<file path="config.mk">
export PLATFORM = sky130hd
export DESIGN_NAME = prio_intc
export DESIGN_NICKNAME = d
export VERILOG_FILES = /design/src/rtl/intc_pkg.sv /design/src/rtl/intc_pending.sv /design/src/rtl/intc_pick.sv /design/src/rtl/prio_intc.sv
export SDC_FILE = /design/constraint.sdc
export NUM_CORES = 1
export LEC_CHECK = 0
export BUFFER_PORTS_ARGS = -buffer_cell sky130_fd_sc_hd__buf_4
export CAP_MARGIN = 20
export CORE_MARGIN = 1
export CORE_UTILIZATION = 25
export CTS_CLUSTER_DIAMETER = 100
export CTS_CLUSTER_SIZE = 8
export DETAILED_ROUTE_END_ITERATION = 8
export PLACE_DENSITY = 0.54
export SETUP_SLACK_MARGIN = 0.05
export SLEW_MARGIN = 20
export SYNTH_ARGS = -nofsm -noshare
export SYNTH_HDL_FRONTEND = slang
export SYNTH_SLANG_ARGS = --single-unit
</file>
<file path="constraint.sdc">
create_clock -name clk -period 2 [get_ports clk]
set_input_delay 0.4 -clock clk [delete_from_list [all_inputs] [get_ports clk]]
set_output_delay 0.4 -clock clk [all_outputs]
set_load 0.005 [all_outputs]
</file>
<file path="src/rtl/intc_pkg.sv">
package intc_pkg;
    localparam int unsigned NUM_LVL   = 16;
    localparam int unsigned FIRST_EXT = 4;
    localparam int unsigned LVL_W     = $clog2(NUM_LVL);
    localparam int unsigned NUM_EXT   = NUM_LVL - FIRST_EXT;

    typedef logic [NUM_LVL-1:0] lvl_vec_t;
endpackage

</file>
<file path="src/rtl/intc_pending.sv">
module intc_pending
    import intc_pkg::*;
(
    input  logic             clk,
    input  logic             rst_n,
    input  lvl_vec_t         irq_i,
    input  lvl_vec_t         sw_set_i,
    input  lvl_vec_t         sw_clr_i,
    input  logic             ack_i,
    input  logic [LVL_W-1:0] ack_lvl_i,
    output lvl_vec_t         pend_d_o,
    output lvl_vec_t         pend_q_o
);
    typedef struct packed {
        lvl_vec_t irq_prev;
        lvl_vec_t pend;
    } pend_st_t;

    pend_st_t st_d, st_q;
    lvl_vec_t hw_ok;
    lvl_vec_t sw_ok;
    lvl_vec_t rise;
    lvl_vec_t set_v;
    lvl_vec_t clr_v;

    // which levels accept hardware edges and software sets
    for (genvar g = 0; g < NUM_LVL; g++) begin : g_lvl_mask
        assign hw_ok[g] = (g < 2) || (g >= FIRST_EXT);
        assign sw_ok[g] = (g >= FIRST_EXT);
    end

    always_comb begin
        st_d  = st_q;
        rise  = irq_i & ~st_q.irq_prev & hw_ok;
        set_v = rise | (sw_set_i & sw_ok);
        clr_v = sw_clr_i;
        if (ack_i) begin
            clr_v[ack_lvl_i] = 1'b1;
        end
        st_d.irq_prev = irq_i;
        // a fresh edge outranks a clear in the same cycle
        st_d.pend     = (st_q.pend & ~clr_v) | set_v;
    end

    always_ff @(posedge clk) begin
        if (!rst_n) begin
            st_q <= '0;
        end else begin
            st_q <= st_d;
        end
    end

    assign pend_d_o = st_d.pend;
    assign pend_q_o = st_q.pend;

    AST_EDGE_SET: assert property (@(posedge clk) disable iff (!rst_n)
        (rise != '0) |=> ((st_q.pend & $past(rise)) == $past(rise)));

    AST_ACK_CLEAR: assert property (@(posedge clk) disable iff (!rst_n)
        (ack_i && !set_v[ack_lvl_i]) |=> !st_q.pend[$past(ack_lvl_i)]);

    AST_RSV_EMPTY: assert property (@(posedge clk) disable iff (!rst_n)
        (st_q.pend & ~(hw_ok | sw_ok)) == '0);
endmodule

</file>
<file path="src/rtl/intc_pick.sv">
module intc_pick
    import intc_pkg::*;
(
    input  lvl_vec_t         req_i,
    output logic             valid_o,
    output logic [LVL_W-1:0] lvl_o
);
    always_comb begin
        valid_o = 1'b0;
        lvl_o   = '0;
        // scan from least to most urgent so the lowest index is kept
        for (int i = NUM_LVL - 1; i >= 0; i--) begin
            if (req_i[i]) begin
                valid_o = 1'b1;
                lvl_o   = LVL_W'(i);
            end
        end
    end
endmodule

</file>
<file path="src/rtl/prio_intc.sv">
module prio_intc
    import intc_pkg::*;
(
    input  logic                 clk,
    input  logic                 rst_n,
    input  logic [NUM_LVL-1:0]   irq_i,
    input  logic [NUM_LVL-1:0]   sw_set_i,
    input  logic [NUM_LVL-1:0]   sw_clr_i,
    input  logic                 en_wr_i,
    input  logic [NUM_EXT-1:0]   en_i,
    input  logic                 gie_wr_i,
    input  logic                 gie_i,
    input  logic                 ack_i,
    input  logic [LVL_W-1:0]     ack_lvl_i,
    output logic [LVL_W-1:0]     lvl_o,
    output logic                 valid_o
);
    typedef struct packed {
        logic [NUM_EXT-1:0] en;
        logic               gie;
        logic [LVL_W-1:0]   lvl;
        logic               valid;
    } top_st_t;

    top_st_t          st_d, st_q;
    lvl_vec_t         pend_d;
    lvl_vec_t         pend_q;
    lvl_vec_t         gate;
    logic             pick_valid;
    logic [LVL_W-1:0] pick_lvl;

    intc_pending u_pending (
        .clk       (clk),
        .rst_n     (rst_n),
        .irq_i     (irq_i),
        .sw_set_i  (sw_set_i),
        .sw_clr_i  (sw_clr_i),
        .ack_i     (ack_i),
        .ack_lvl_i (ack_lvl_i),
        .pend_d_o  (pend_d),
        .pend_q_o  (pend_q)
    );

    // eligibility per level, computed from the enables being written now
    for (genvar g = 0; g < NUM_LVL; g++) begin : g_gate
        if (g < 2) begin : g_fixed
            assign gate[g] = 1'b1;
        end else if (g < FIRST_EXT) begin : g_rsv
            assign gate[g] = 1'b0;
        end else begin : g_ext
            assign gate[g] = st_d.en[g-FIRST_EXT] & st_d.gie;
        end
    end

    intc_pick u_pick (
        .req_i   (pend_d & gate),
        .valid_o (pick_valid),
        .lvl_o   (pick_lvl)
    );

    always_comb begin
        st_d = st_q;
        if (en_wr_i) begin
            st_d.en = en_i;
        end
        if (gie_wr_i) begin
            st_d.gie = gie_i;
        end
        st_d.lvl   = pick_lvl;
        st_d.valid = pick_valid;
    end

    always_ff @(posedge clk) begin
        if (!rst_n) begin
            st_q <= '0;
        end else begin
            st_q <= st_d;
        end
    end

    assign lvl_o   = st_q.lvl;
    assign valid_o = st_q.valid;

    AST_RSV_NEVER: assert property (@(posedge clk) disable iff (!rst_n)
        valid_o |-> ((lvl_o < 2) || (lvl_o >= LVL_W'(FIRST_EXT))));

    AST_RST_WINS: assert property (@(posedge clk) disable iff (!rst_n)
        pend_q[0] |-> (valid_o && lvl_o == '0));

    AST_NMI_UNMASKED: assert property (@(posedge clk) disable iff (!rst_n)
        pend_q[1] |-> valid_o);

    AST_GIE_GATE: assert property (@(posedge clk) disable iff (!rst_n)
        (valid_o && lvl_o >= LVL_W'(FIRST_EXT)) |-> st_q.gie);

    AST_IDLE_ZERO: assert property (@(posedge clk) disable iff (!rst_n)
        !valid_o |-> (lvl_o == '0));
endmodule

</file>
==> results of run 1 <==
worst max-delay path by stage:
stage | start | endpoint | slack (ns) | cells past startpoint
finish | ack_lvl_i[1] | valid_o$_SDFF_PN0_ | 0.21 | 7
global route | ack_lvl_i[0] | valid_o$_SDFF_PN0_ | 0.06 | 7
CTS | ack_lvl_i[1] | valid_o$_SDFF_PN0_ | 0.21 | 7
detailed placement | ack_lvl_i[1] | valid_o$_SDFF_PN0_ | -0.13 | 7
global placement | ack_lvl_i[1] | valid_o$_SDFF_PN0_ | -0.1 | 7
floorplan | ack_lvl_i[0] | valid_o$_SDFF_PN0_ | 0.21 | 6
routing by layer:
metal / share of wire / wire (um) / up-vias
li1: - / - / 910
met1: 0.48 / 2530 / 787
met2: 0.44 / 2320 / 49
met3: 0.054 / 281 / 9
met4: 0.017 / 90 / 0
met5: 0 / 0 / -
flip-flops by register name, summed over array words and instances (netlist names):
name,cells
valid_o,1
st_q,13
lvl_o,4
u_pending.pend_q_o,14
u_pending.st_q,14
cells in the mapped netlist (2+ instances only):
cell	instances
a21oi_1	16
inv_1	15
nand2_1	4
dfxtp_1	46
nand3_1	2
a21boi_0	12
clkbuf_1	4
nor3b_1	2
a21oi_2	7
nor2_1	3
mux2i_1	13
a211oi_1	4
a31oi_1	3
nor2b_1	25
nand2b_1	4
o21ai_1	9
and2_1	15
a21o_1	2
buf_4	4
nand3b_1	2
final cells by class:
type,instances,area (um2),share of cell area
multi-input cells,143,1010,0.346
flip-flops and latches,46,921,0.316
repair buffers,88,661,0.227
well taps,102,128,0.0439
clock buffers,5,68.8,0.0236
clock inverters,3,68.8,0.0236
inverters,15,56.3,0.0193
critical path, delay by kind of cell:
family / cells / cell delay, ns
AO/OA/AOI/OAI: 4 / 1.07
AND/OR/NAND/NOR: 2 / 0.40
buffers and inverters: 1 / 0.12
stage by stage:
stage	area, um2	total power [W]	TNS [ns]	hold WS, ns
5_1_grt	2910	0.00231	0	0.291
6_report	2910	0.00221	0	0.290
2_1_floorplan	2040	0.00119	0	0.478
4_1_cts	2910	0.00224	0	0.285
3_3_place_gp	2770	0.00138	-0.192	0.500
3_5_place_dp	2770	0.00138	-0.295	0.504
cells by family after synthesis:
family                 Yosys count  synth area share
flip-flops                      46             0.451
AO/OA/AOI/OAI                   66             0.233
buffers and inverters           24            0.0552
AND/OR/NAND/NOR                 63             0.191
multiplexers                    14            0.0693
power breakdown:
group	total, W	switching [W]	internal (W)
combinational	0.000371	0.000166	0.000205
sequential	0.000986	0.0000132	0.000973
clock	0.000854	0.000353	0.000501
==> key figures, run 1 <==
Outcome
  • Outcome: finished clean

Setup path
  • Startpoint types: input port
  • Max stage delay on crit path: between 0.4 and 0.5 ns
  • CP endpoint kind: register
  • Req. time, crit path: approximately 2.2 ns
  • FF-to-FF End: valid_o$_SDFF_PN0_
  • Crit-path cells: buf_4 -> nand3b_1 -> o21ai_1 -> a21oi_2 -> o41ai_1 -> nand2_1 -> o31a_1
  • Max FO, Critical Path: 4
  • Critical path class: input port to register
  • Worst path slowest cell: o41ai_1
  • Worst r2r src: u_pending.st_q[30]$_SDFF_PN0_
  • Critical Path AT: 1.99 ns
  • R2R setup slack: approximately 0.36 ns
  • R2R cell count: 6

Floorplanning
  • Die area: between 8000 and 9000 um2
  • Initial Utilization: 0.261
  • Rows: 32
  • Core area: between 7000 and 8000 um2
  • # IOs: 75
  • Die Span Y: about 92 um
  • DIE WIDTH: slightly above 90 um

GRT
  • M2 GR Usage: 0.199
  • Met1 Use GR: 0.174
  • First-pass GRT wire length: between 8 and 9 mm
  • Largest net degree at the start of global routing: 26
  • Met3 global-route usage: 0.0296
  • GR peak layer: met2
  • GRT Resource Usage Total: 0.129
  • Vias in the first global route: 1,742
  • Grt ovf: 0
  • Initial antenna violation count: 0

Layout
  • Util after Layout: 0.373
  • Most common cell after layout, fill and taps aside: buf_4
  • Share of cells above drive strength 1: 0.377
  • Final nets: about 370
  • Most frequent cells in the layout: buf_4, dfxtp_1, nor2b_1
  • Diode count: 0
  • Area grow syn2layout: 42.6%
  • Final Non-Filler Cells: approximately 400
  • Filler cells: 804

Route
  • Antenna-violating nets left: 0
  • Drt total wl: roughly 5.2 mm
  • # DRC: 0
  • First-pass DRT Iterations: 4
  • Via count: between 1,500 and 2,000
  • WL/cell: between 10 and 15 um
  • Drt first-iter violations: 81
  • Vias per cell: roughly 4.4

Synthesis
  • Number of flops mapped to enable cells by yosys: 0
  • Area contributors post-synth: dfxtp_1, nor2b_1, mux2i_1
  • Synth unique cells: 41
  • Post-synth top area share: 0.451
  • Synthesized area: 2040 um2
  • Primary FF master, synth: dfxtp_1
  • Synthesized area per cell: ~9.6 um2
  • Syn nets: about 280
  • Cells after Synth: roughly 210
  • Post-synthesis sequential area ratio: 0.451
  • Ys Warns: 0
  • Register bit count reported by yosys: 46
  • Async SR Flop Fraction: 0
  • Area leader, netlist: dfxtp_1

Clocking
  • Setup Fix Bufs, Post-CTS: 0
  • Hold Buf Count CTS: 0
  • CTS tree: yes
  • Clock latency on the worst-skew pair: about 0.31 ns
  • CTS Sinks: 46
  • Max Buffers Root-to-Sink: 2
  • Worst-path clk slew: approximately 0.10 ns
  • H-tree levels: 2
  • Resized Gates After CTS: 0
  • Clock Tree Root: clkbuf_8
  • Num CTS Buffers: 5

Placed design
  • Dpl ws: -0.133 ns
  • Routability congestion estimate: about 0.72
  • Post-DP HPWL: between 4 and 5 mm
  • Input/output buffers: 66
  • Placed Instances: just under 400

Power and ir drop
  • Peak VDD IR: roughly 380 uV
  • P_leak: approximately 1.3 nW
  • PwrDens: 760 nW/um2

STA
  • Final Max Tran Viols: 0
  • Post-route setup slack: between 0.2 and 0.25 ns
  • Slew @ Worst Pin: approximately 0.55 ns
  • Hold Vio Cnt, Final: 0
  • Final clock skew: approximately 0.01 ns
  • Final cycle utilization of the critical path: 0.895
  • Fin crit period: between 1.5 and 2 ns
  • Max Fclk: ~0.56 GHz
  • RSZ-0062 raised after global routing: no
  • Setup violators final: 0
  • Slew Limit Headroom: 0.624

Min path
  • Hold-critical path depth: 2
  • Hold path endpoint: u_pending.st_q[26]$_SDFF_PN0_
  • Hold/Removal Path Class: input port to register
  • Worst Hold Launch: irq_i[10]

Flow run
  • Max Cap Viol: 0
No activity file was read; power rests on OpenSTA's default activity.
==> run 2: changes to the inputs <==
--- a/config.mk
+++ b/config.mk
@@ -5,6 +5,7 @@
 export SDC_FILE = /design/constraint.sdc
 export NUM_CORES = 1
 export LEC_CHECK = 0
+export ABC_AREA = 1
 export BUFFER_PORTS_ARGS = -buffer_cell sky130_fd_sc_hd__buf_4
 export CAP_MARGIN = 20
 export CORE_MARGIN = 1
@@ -12,7 +13,7 @@
 export CTS_CLUSTER_DIAMETER = 100
 export CTS_CLUSTER_SIZE = 8
 export DETAILED_ROUTE_END_ITERATION = 8
-export PLACE_DENSITY = 0.54
+export PLACE_DENSITY = 0.57
 export SETUP_SLACK_MARGIN = 0.05
 export SLEW_MARGIN = 20
 export SYNTH_ARGS = -nofsm -noshare
==> key figures, run 2 <==
Synthesis
  • Post-synth top area share: 0.437 (-0.0145)
  • Number of flops mapped to enable cells by yosys: 0 (unchanged)
  • Area contributors post-synth: dfxtp_1, inv_1, nand2_1
  • Synth unique cells: 26 (-37%)
  • Ys Warns: 0 (unchanged)
  • Synthesized area per cell: 7.22 um2 (-25%)
  • Async SR Flop Fraction: 0 (unchanged)
  • Cells after Synth: 292 (+37%)
  • Primary FF master, synth: dfxtp_1
  • Post-synthesis sequential area ratio: 0.437 (-0.0145)
  • Syn nets: 362 (+28%)
  • Area leader, netlist: dfxtp_1
  • Top-count cell post-synth: inv_1
  • Synthesized area: 2110 um2 (+3.3%)
  • Commonest cells in the synthesized netlist: inv_1, nand2_1, nor2_1
  • Register bit count reported by yosys: 46 (unchanged)

Setup path
  • FF-to-FF End: lvl_o[0]$_SDFF_PP0_
  • Critical path class: input port to register
  • Worst r2r src: st_q[5]$_SDFF_PN0_
  • Startpoint types: input port
  • Critical Path AT: 1.89 ns (-0.10 ns)
  • Max FO, Critical Path: 14 (+10)
  • R2R cell count: 16 (+10)
  • Req. time, crit path: 2.23 ns (+0.03 ns)
  • CP endpoint kind: register
  • R2R setup slack: 0.36 ns (about the same)

Route
  • # DRC: 0 (unchanged)
  • Drt total wl: 4.95 mm (-5.1%)
  • Drt first-iter violations: 61 (-25%)
  • WL/cell: 10.7 um (-17%)
  • Antenna-violating nets left: 0 (unchanged)
  • Via count: 1,852 (+5.5%)
  • First-pass DRT Iterations: 4 (unchanged)
  • Vias per cell: 4.02 (-8.0%)

Placed design
  • Dpl ws: 0.0255 ns (+0.158 ns)
  • Routability congestion estimate: 0.769 (+6.7%)
  • Input/output buffers: 66 (unchanged)
  • Post-DP HPWL: 3.97 mm (-1.2%)

Clocking
  • Hold Buf Count CTS: 0 (unchanged)
  • Worst-path clk slew: 0.08 ns (-0.02 ns)
  • Max Buffers Root-to-Sink: 2 (unchanged)
  • CTS tree: yes
  • Clock latency on the worst-skew pair: 0.29 ns (-0.02 ns)
  • Resized Gates After CTS: 0 (unchanged)
  • Num CTS Buffers: 5 (unchanged)
  • H-tree levels: 2 (unchanged)
  • Setup Fix Bufs, Post-CTS: 0 (unchanged)
  • Clock Tree Root: clkbuf_8
  • CTS Sinks: 46 (unchanged)

Layout
  • Filler cells: 898 (+12%)
  • Most common cell after layout, fill and taps aside: buf_4
  • Diode count: 0 (unchanged)
  • Share of cells above drive strength 1: 0.261 (-0.115)
  • Final nets: 426 (+15%)
  • Most frequent cells in the layout: buf_4, inv_1, nand2_1
  • Multi-input combinational cell area: 863 um2 (-14%)
  • Register area: 921 um2 (unchanged)
  • Area grow syn2layout: 30.9%

STA
  • Slew @ Worst Pin: 0.308 ns (-0.241 ns)
  • Slew Limit Headroom: 0.794 (+0.170)
  • Post-route setup slack: 0.339 ns (+0.130 ns)
  • Max Fclk: 0.602 GHz (+7.8%)
  • Setup TNS: 0 ns (unchanged)
  • Hold Vio Cnt, Final: 0 (unchanged)
  • Setup violators final: 0 (unchanged)
  • Final Max Tran Viols: 0 (unchanged)
  • Final clock skew: 0.00192 ns (-0.00832 ns)
  • Final cycle utilization of the critical path: 0.831 (-0.0649)
  • Fin crit period: 1.66 ns (-0.130 ns)
  • RSZ-0062 raised after global routing: no

GRT
  • Largest net degree at the start of global routing: 29 (+12%)
  • GRT Resource Usage Total: 0.123 (-0.00671)
  • First-pass GRT wire length: 8.11 mm (-2.9%)
  • Grt ovf: 0 (unchanged)
  • Vias in the first global route: 1,738 (-0.23%)
  • Initial antenna violation count: 0 (unchanged)

Power and ir drop
  • Internal power: 0.00138 W (-18%)
  • P_leak: 1.53 nW (+21%)
  • Peak VDD IR: 234 uV (-38%)
  • Switching fraction of total power: 0.267 (+0.0268)
  • PwrDens: 683 nW/um2 (-10%)
  • Net Sw Power: 0.000504 W (-5.2%)
  • Total Power: 0.00189 W (-15%)
  • Sequential fraction of design power: 0.525 (+0.079)
  • Clock share of power: 0.285 (-0.101)
  • Comb power frac: 0.191 (+0.023)

Floorplanning
  • Die area: 8800 um2 (+3.2%)
  • DIE WIDTH: 93.8 um (+1.6%)
  • Core area: 8180 um2 (+4.7%)
  • Rows: 33 (+3.1%)
  • # IOs: 75 (unchanged)
  • Die Span Y: 93.8 um (+1.6%)
  • Initial Utilization: 0.258 (-0.00350)

Min path
  • Hold-critical path depth: 3 (+1)
  • Hold path endpoint: u_pending.st_q[16]$_SDFF_PN0_
  • Worst Hold Launch: irq_i[0]
  • Hold/Removal Path Class: input port to register

Outcome
  • Outcome: finished clean

Flow run
  • Max Cap Viol: 0 (unchanged)
==> run 2: cell types whose count changed after synthesis, sizes merged, moves of 3 or more <==
cell	delta
inv	+53
nor2	+47
o21ai	-10
and2	-15
a21oi	-10
mux2i	-3
nor2b	-25
a211oi	-5
nand2	+58
nand2b	-4
a21boi	-12
o211ai	+15
==> run 2: worst max-delay path by stage <==
stage             from                   to  slack, ns  cells after the start
3_5_place_dp   en_wr_i  lvl_o[0]$_SDFF_PP0_       0.03                     17
5_1_grt        en_wr_i  lvl_o[0]$_SDFF_PP0_       0.11                     17
2_1_floorplan    ack_i  lvl_o[0]$_SDFF_PP0_       0.46                     16
3_3_place_gp   en_wr_i  lvl_o[0]$_SDFF_PP0_       0.12                     17
4_1_cts        en_wr_i  lvl_o[0]$_SDFF_PP0_       0.33                     17
6_report       en_wr_i  lvl_o[0]$_SDFF_PP0_       0.34                     17
==> run 2: layout make-up <==
| type | count | share of cell area |
|---|---|---|
| clock buffer | 5 | 0.0249 |
| clock inverter | 2 | 0.00363 |
| inverter | 68 | 0.0925 |
| multi-input combinational | 167 | 0.313 |
| sequential | 46 | 0.334 |
| tap | 105 | 0.0476 |
| timing repair buffer | 68 | 0.185 |
==> run 2: per-layer routing <==
metal	vias to the layer above	track usage	routed length (um)
li1	1002	-	-
met1	796	0.155	2300
met2	47	0.201	2280
met3	7	0.0316	289
met4	0	0.0436	82
met5	-	0	0
==> run 2: worst max-delay path: stages <==
cell and delay, ns:
buf_4 0.21, nor2_1 0.07, a21oi_1 0.18, nand2_1 0.12
a21oi_2 0.16, nand2_1 0.07, nand2_1 0.05, nand2_1 0.07
nand2_1 0.06, nand2_1 0.05, nand2_1 0.05, nand2_1 0.05
nand2_1 0.05, nand2_1 0.05, nand2_1 0.05, nand2_1 0.06
a21oi_2 0.13
==> run 2: logic make-up (layout without fill, tap and decap cells) <==
group | count (synthesis) | count (layout) | share of synthesized area
and+or+nand+nor | 118 | 118 | 0.227
buffers and inverters | 79 | 143 | 0.154
DFF | 46 | 46 | 0.437
AOI/OAI and AO/OA | 39 | 39 | 0.135
muxes | 10 | 10 | 0.0475
==> run 2: power by group through the flow <==
stage	Clock [W]	Sequential, W	Combinational (W)
floorplan	0	0.00101	0.000212
global placement	0	0.00101	0.000358
detailed placement	0	0.00101	0.000365
CTS	0.000570	0.000990	0.000366
global route	0.000615	0.000996	0.000414
finish	0.000537	0.000990	0.000360
==> run 2: through the flow <==
stage / util / instance area [um2] / std cells / hold slack [ns]
6_report: 0.338 / 2760 / 461 / 0.289
5_1_grt: 0.338 / 2760 / 461 / 0.283
4_1_cts: 0.338 / 2760 / 461 / 0.276
3_5_place_dp: 0.328 / 2680 / 454 / 0.460
3_3_place_gp: 0.328 / 2680 / 454 / 0.455
2_1_floorplan: - / 2110 / 292 / 0.446
